==> config.mk <==
export PLATFORM = sky130hd
export DESIGN_NAME = tmr_xint_ctl
export DESIGN_NICKNAME = d
export VERILOG_FILES = /design/src/rtl/tmr_xint_pkg.sv /design/src/rtl/tmr_xint_wrdec.sv /design/src/rtl/tmr_xint_tmrch.sv /design/src/rtl/tmr_xint_extch.sv /design/src/rtl/tmr_xint_ctl.sv
export SDC_FILE = /design/constraint.sdc
export NUM_CORES = 1
export LEC_CHECK = 0
export BUFFER_PORTS_ARGS = -buffer_cell sky130_fd_sc_hd__buf_2
export CORE_UTILIZATION = 41
export DETAILED_ROUTE_END_ITERATION = 7
export GPL_TIMING_DRIVEN = 0
export PLACE_DENSITY = 0.78
export SETUP_SLACK_MARGIN = 0.2
export SLEW_MARGIN = 40
export SYNTH_ARGS = -nofsm -noshare
export SYNTH_HDL_FRONTEND = slang
export SYNTH_SLANG_ARGS = --single-unit
==> constraint.sdc <==
create_clock -name clk -period 1.75 [get_ports clk]
set_input_delay 0 -clock clk [delete_from_list [all_inputs] [get_ports clk]]
set_output_delay 0 -clock clk [all_outputs]
set_load 0.01 [all_outputs]
==> src/rtl/tmr_xint_pkg.sv <==
package tmr_xint_pkg;

    localparam int unsigned NCH    = 2;
    localparam int unsigned REG_W  = 8;
    localparam int unsigned BIDX_W = $clog2(REG_W);

    typedef enum logic {
        DET_LEVEL = 1'b0,
        DET_FALL  = 1'b1
    } det_mode_e;

    typedef struct packed {
        logic set;
        logic wr_en;
        logic wr_val;
        logic clr;
    } flag_ctl_t;

    // bit positions inside the register, per channel
    function automatic int unsigned pos_xmode(input int unsigned ch);
        return 2 * ch;
    endfunction

    function automatic int unsigned pos_xflag(input int unsigned ch);
        return 2 * ch + 1;
    endfunction

    function automatic int unsigned pos_run(input int unsigned ch);
        return 2 * NCH + 2 * ch;
    endfunction

    function automatic int unsigned pos_ovf(input int unsigned ch);
        return 2 * NCH + 2 * ch + 1;
    endfunction

    // hardware set beats software write beats acknowledge clear
    function automatic logic flag_next(input logic cur, input flag_ctl_t c);
        if (c.set)
            return 1'b1;
        else if (c.wr_en)
            return c.wr_val;
        else if (c.clr)
            return 1'b0;
        return cur;
    endfunction

endpackage

==> src/rtl/tmr_xint_wrdec.sv <==
module tmr_xint_wrdec
    import tmr_xint_pkg::*;
#(
    parameter int unsigned         ADDR_W   = 8,
    parameter logic [ADDR_W-1:0]   REG_ADDR = 'h88
) (
    input  logic [ADDR_W-1:0] sfr_addr,
    input  logic              sfr_wr,
    input  logic [REG_W-1:0]  sfr_wdata,
    input  logic              bit_wr,
    input  logic [ADDR_W-1:0] bit_addr,
    input  logic              bit_val,
    output logic [REG_W-1:0]  wr_en,
    output logic [REG_W-1:0]  wr_val
);

    logic byte_hit;
    logic bit_hit;

    assign byte_hit = sfr_wr && (sfr_addr == REG_ADDR);
    assign bit_hit  = bit_wr && (bit_addr[ADDR_W-1:BIDX_W] == REG_ADDR[ADDR_W-1:BIDX_W]);

    for (genvar b = 0; b < REG_W; b++) begin : g_bit
        assign wr_en[b]  = byte_hit || (bit_hit && (bit_addr[BIDX_W-1:0] == BIDX_W'(b)));
        assign wr_val[b] = byte_hit ? sfr_wdata[b] : bit_val;
    end

endmodule

==> src/rtl/tmr_xint_tmrch.sv <==
module tmr_xint_tmrch
    import tmr_xint_pkg::*;
(
    input  logic clk,
    input  logic rst,
    input  logic ovf_stb,
    input  logic ack,
    input  logic run_we,
    input  logic run_wv,
    input  logic flag_we,
    input  logic flag_wv,
    output logic run,
    output logic flag
);

    logic      run_q;
    logic      flag_q;
    flag_ctl_t ctl;

    always_comb begin
        ctl.set    = ovf_stb;
        ctl.wr_en  = flag_we;
        ctl.wr_val = flag_wv;
        ctl.clr    = ack;
    end

    always_ff @(posedge clk) begin
        if (rst) begin
            run_q  <= 1'b0;
            flag_q <= 1'b0;
        end else begin
            if (run_we)
                run_q <= run_wv;
            flag_q <= flag_next(flag_q, ctl);
        end
    end

    assign run  = run_q;
    assign flag = flag_q;

endmodule

==> src/rtl/tmr_xint_extch.sv <==
module tmr_xint_extch
    import tmr_xint_pkg::*;
(
    input  logic clk,
    input  logic rst,
    input  logic pin_n,
    input  logic ack,
    input  logic mode_we,
    input  logic mode_wv,
    input  logic flag_we,
    input  logic flag_wv,
    output logic mode,
    output logic flag
);

    det_mode_e mode_q;
    logic      prev_q;
    logic      latch_q;
    logic      fall;
    flag_ctl_t ctl;

    assign fall = prev_q & ~pin_n;

    always_comb begin
        ctl.set    = fall;
        ctl.wr_en  = flag_we;
        ctl.wr_val = flag_wv;
        ctl.clr    = ack;
    end

    always_ff @(posedge clk) begin
        if (rst) begin
            mode_q  <= DET_LEVEL;
            prev_q  <= 1'b1;
            latch_q <= 1'b0;
        end else begin
            prev_q <= pin_n;
            if (mode_we)
                mode_q <= det_mode_e'(mode_wv);
            if (mode_q == DET_FALL)
                latch_q <= flag_next(latch_q, ctl);
            else
                latch_q <= 1'b0;
        end
    end

    assign mode = (mode_q == DET_FALL);
    assign flag = (mode_q == DET_FALL) ? latch_q : ~pin_n;

endmodule

==> src/rtl/tmr_xint_ctl.sv <==
module tmr_xint_ctl
    import tmr_xint_pkg::*;
#(
    parameter int unsigned       ADDR_W   = 8,
    parameter logic [ADDR_W-1:0] REG_ADDR = 'h88
) (
    input  logic              clk,
    input  logic              rst,
    input  logic [ADDR_W-1:0] sfr_addr,
    input  logic              sfr_wr,
    input  logic [7:0]        sfr_wdata,
    input  logic              bit_wr,
    input  logic [ADDR_W-1:0] bit_addr,
    input  logic              bit_val,
    input  logic [1:0]        tmr_ovf,
    input  logic [1:0]        tmr_ack,
    input  logic [1:0]        xpin_n,
    input  logic [1:0]        xack,
    output logic [7:0]        sfr_rdata,
    output logic [1:0]        tmr_run,
    output logic [1:0]        tmr_req,
    output logic [1:0]        xreq
);

    logic [REG_W-1:0] wr_en;
    logic [REG_W-1:0] wr_val;
    logic [REG_W-1:0] live;
    logic [NCH-1:0]   xmode_q;

    tmr_xint_wrdec #(
        .ADDR_W   (ADDR_W),
        .REG_ADDR (REG_ADDR)
    ) u_wrdec (
        .sfr_addr  (sfr_addr),
        .sfr_wr    (sfr_wr),
        .sfr_wdata (sfr_wdata),
        .bit_wr    (bit_wr),
        .bit_addr  (bit_addr),
        .bit_val   (bit_val),
        .wr_en     (wr_en),
        .wr_val    (wr_val)
    );

    for (genvar c = 0; c < NCH; c++) begin : g_ch
        localparam int unsigned P_RUN = pos_run(c);
        localparam int unsigned P_OVF = pos_ovf(c);
        localparam int unsigned P_XM  = pos_xmode(c);
        localparam int unsigned P_XF  = pos_xflag(c);

        tmr_xint_tmrch u_tmr (
            .clk     (clk),
            .rst     (rst),
            .ovf_stb (tmr_ovf[c]),
            .ack     (tmr_ack[c]),
            .run_we  (wr_en[P_RUN]),
            .run_wv  (wr_val[P_RUN]),
            .flag_we (wr_en[P_OVF]),
            .flag_wv (wr_val[P_OVF]),
            .run     (tmr_run[c]),
            .flag    (tmr_req[c])
        );

        tmr_xint_extch u_ext (
            .clk     (clk),
            .rst     (rst),
            .pin_n   (xpin_n[c]),
            .ack     (xack[c]),
            .mode_we (wr_en[P_XM]),
            .mode_wv (wr_val[P_XM]),
            .flag_we (wr_en[P_XF]),
            .flag_wv (wr_val[P_XF]),
            .mode    (xmode_q[c]),
            .flag    (xreq[c])
        );

        assign live[P_RUN] = tmr_run[c];
        assign live[P_OVF] = tmr_req[c];
        assign live[P_XM]  = xmode_q[c];
        assign live[P_XF]  = xreq[c];
    end

    assign sfr_rdata = (sfr_addr == REG_ADDR) ? live : '0;

endmodule

==> results.md <==
* Worst EP arrival at about 1.6 ns
* Worst path cell trace: buf_2, nor4b_2, and3_1, clkbuf_1, nor3_1, a2111oi_2
* Peak Freq at about 0.70 GHz
* Layout Nets at between 150 and 200
* Slowest stage cell, crit path: nor4b_2
* Vias in the first global route at approximately 850
* Core Area at 1745 sq um
* P_sw at ~140 uW
* CTS tree: done
* Data required, critical path at 1.91 ns
* Clock share of power at 0.307
* Flops & latches, synth at 10
* Multi-input logic area at between 400 and 500 sq um
* CTS Buf Count at 3
* Outcome: finished, final reports clean
* RSZ-0062 raised after global routing: no
* Reg area at 200.2 sq um
* H-tree Lvls at 1
* Slew @ Worst Pin at between 0.5 and 0.6 ns
* Clock latency on the worst-skew pair at about 0.27 ns
* Syn_area_per_cell at about 8.4 sq um
* Sum Neg Setup Slack at 0 ns
* Worst vdd ir at ~0.30 mV
* Synth Flop Type: dfxtp_1
* Synthesized area at about 780 sq um
* Final Skew at 0.004736 ns
* # Max-Cap Violations at 0
* Slowest cell delay on critical path at approximately 0.56 ns
* Via density at approximately 5.3
* Period utilisation layout at 0.8157
* Final WS setup at around 0.32 ns
* Drt drc at 0
* Area Overhead vs Synth at 43.64%
* Antenna-violating nets left at 0
* Count of pins over their slew limit at 0
* Pwr/cell area at about 460 nW/um^2
* Fin crit period at between 1 and 1.5 ns
* Fill count at roughly 170
* Largest net degree at the start of global routing at 11
* Hold Path Class: in -> reg
* Pre-antenna DRT Iters at 6
* DP Worst Slack at around 0.043 ns
* WL/cell at between 10 and 15 um
* Final WL at between 2 and 2.5 mm
* Antenna diodes at 0
* Initial Utilization at 0.4452
* Syn Nets at about 130
* Initial DRC count at 12
* Sw frac at 0.2637
* Comb power frac at 0.235
* Final Util at 0.6394
* Total track usage at 0.2305
* CTS resizes at 0
* Fin. Hold Viols at 0
* Post-synthesis sequential area ratio at 0.2576
* GP Congestion at between 0.7 and 0.8
* Root buf cell: clkbuf_4
* Max clock buf depth at 2
* Internal Power at between 300 and 400 uW
* Die ar. at around 2100 sq um
* Max_slew headroom at 0.6140
* Row count at 15
* Crit-path max FO at 7
* DP HPWL at roughly 1.7 mm
* Detailed-route via count at 920
* Die width at between 40 and 50 um
* I/O pin total at slightly above 50
* Reg power frac at 0.458
* Clock Pin Slew Worst Setup and Hold Paths at ~0.07 ns
* Layout cells sized above 1 at 0.4662
* Startpoint Class: input port
* WS Path Type: in -> reg
* Port bufs at 49
* Total overflow reported by the global router at 0
* Yosys cell types at 32
* Ys async rst share at 0
* Post-synth EDFFs at 0
* Cell count after synthesis at 92
* Leak pwr at between 0.5 and 0.6 nW
* Final setup fails at 0
* First-pass GRT wire length at 3.429 mm
* Initial antenna violation count at 0
* CP Capture Type: flip-flop
* Yosys warnings at 0
* Die height at about 46 um
* Clock Sinks at 10
==> repair_timing <==
item                                   4_1_cts  5_1_grt
endpoints found under the hold margin       10        0
buffers inserted                             0        0
hold buffers                                 4        0
==> final cells by class <==
| class | instances | share of cell area |
|---|---|---|
| tap | 25 | 0.02803 |
| multi-input combinational | 67 | 0.4238 |
| timing repair buffer | 53 | 0.2556 |
| sequential | 10 | 0.1794 |
| clock buffer | 3 | 0.02018 |
| inverter | 5 | 0.01682 |
| buffer | 10 | 0.07623 |
==> synth_stat cells, types with 2 or more instances <==
cell / number / share of area
nor4_1: 2 / 0.016
dfxtp_1: 10 / 0.26
buf_6: 2 / 0.029
or4b_2: 2 / 0.026
a31oi_1: 4 / 0.032
nand3_1: 4 / 0.026
a21oi_1: 3 / 0.019
or4b_1: 2 / 0.026
buf_4: 6 / 0.058
nor4b_2: 2 / 0.039
nor2_1: 8 / 0.039
or2_2: 2 / 0.016
a211oi_1: 4 / 0.039
and3_1: 5 / 0.040
nor3_1: 8 / 0.052
mux2i_1: 5 / 0.064
inv_1: 5 / 0.024
and2_1: 2 / 0.016
nor2b_1: 2 / 0.016
or4_1: 2 / 0.019
==> metal layers <==
metal	vias up	global-route usage	share of wire
met5	-	0	0
met1	420	0.2494	0.43
met4	0	0.1030	0.0055
li1	458	-	-
met3	2	0.06349	0.069
met2	40	0.4114	0.50
==> sequential cells by signal, indices dropped and copies added (netlist names) <==
register	cells
g_ch.u_tmr.flag	2
g_ch.u_ext.mode	2
g_ch.u_ext.prev_q	2
g_ch.u_tmr.run	2
g_ch.u_ext.latch_q	2
==> path summary, 6_finish.rpt <==
path              slack [ns]                 start               endpoint  cells after the start
setup / recovery        0.32           sfr_addr[6]  g_ch[0].u_ext.latch_q                      6
setup reg to reg        0.43  g_ch[0].u_ext.prev_q  g_ch[0].u_ext.latch_q                      3
hold / removal         0.005            tmr_ack[1]     g_ch[1].u_tmr.flag                      3
hold reg to reg         0.53    g_ch[0].u_ext.mode  g_ch[0].u_ext.latch_q                      2
==> critical path, delay by kind of cell <==
family                 cells  cell delay [ns]
buffers and inverters      2             0.36
AND/OR/NAND/NOR            3             0.91
AO/OA/AOI/OAI              1             0.32
==> stage by stage <==
| stage | hold WS (ns) | std cells | cell area (sq um) | power [mW] |
|---|---|---|---|---|
| finish | 0.005203 | 173 | 1116 | 0.5145 |
| floorplan | 0.1066 | 92 | 777.0 | 0.2918 |
| detailed placement | 0.2243 | 166 | 1054 | 0.3534 |
| global route | 0.004519 | 173 | 1116 | 0.5473 |
| global placement | 0.2184 | 166 | 1054 | 0.3495 |
| CTS | 0.004816 | 173 | 1116 | 0.5199 |
==> power by group through the flow <==
stage	Sequential (mW)	Clock (mW)	Combinational [mW]
after floorplan	0.240	0	0.0516
after global placement	0.241	0	0.109
after detailed placement	0.241	0	0.113
after CTS	0.235	0.164	0.121
after global routing	0.236	0.179	0.133
final	0.235	0.158	0.121
==> kinds of logic (layout without fill, tap and decap cells) <==
family / after synthesis / in the layout / synth area share
compound gates: 15 / 15 / 0.1481
buf+inv: 15 / 71 / 0.1336
flops: 10 / 10 / 0.2576
mux: 5 / 5 / 0.06441
simple gates: 47 / 47 / 0.3961
==> cells in the final DEF (no fill, tap or decap) <==
cell / count
nand3b_1: 1
dfxtp_1: 10
or2_2: 2
clkbuf_8: 1
nand2b_1: 1
and3_1: 5
or3_1: 1
inv_1: 5
nor4_1: 2
a2111o_1: 1
mux2i_1: 5
nor2_1: 8
or4b_2: 2
clkbuf_1: 1
and2_1: 2
a21oi_1: 3
or4b_1: 2
or4_1: 2
a311oi_1: 1
a31oi_1: 4
buf_6: 2
a211oi_1: 4
clkbuf_4: 3
nand4_1: 1
buf_2: 49
nor3_1: 8
a2111oi_2: 1
nand2_1: 1
nor4_4: 1
dlygate4sd3_1: 4
nand3_1: 4
nor2b_1: 2
a41o_1: 1
buf_4: 6
nor4b_2: 2
Power figures use the tool's default switching activity.
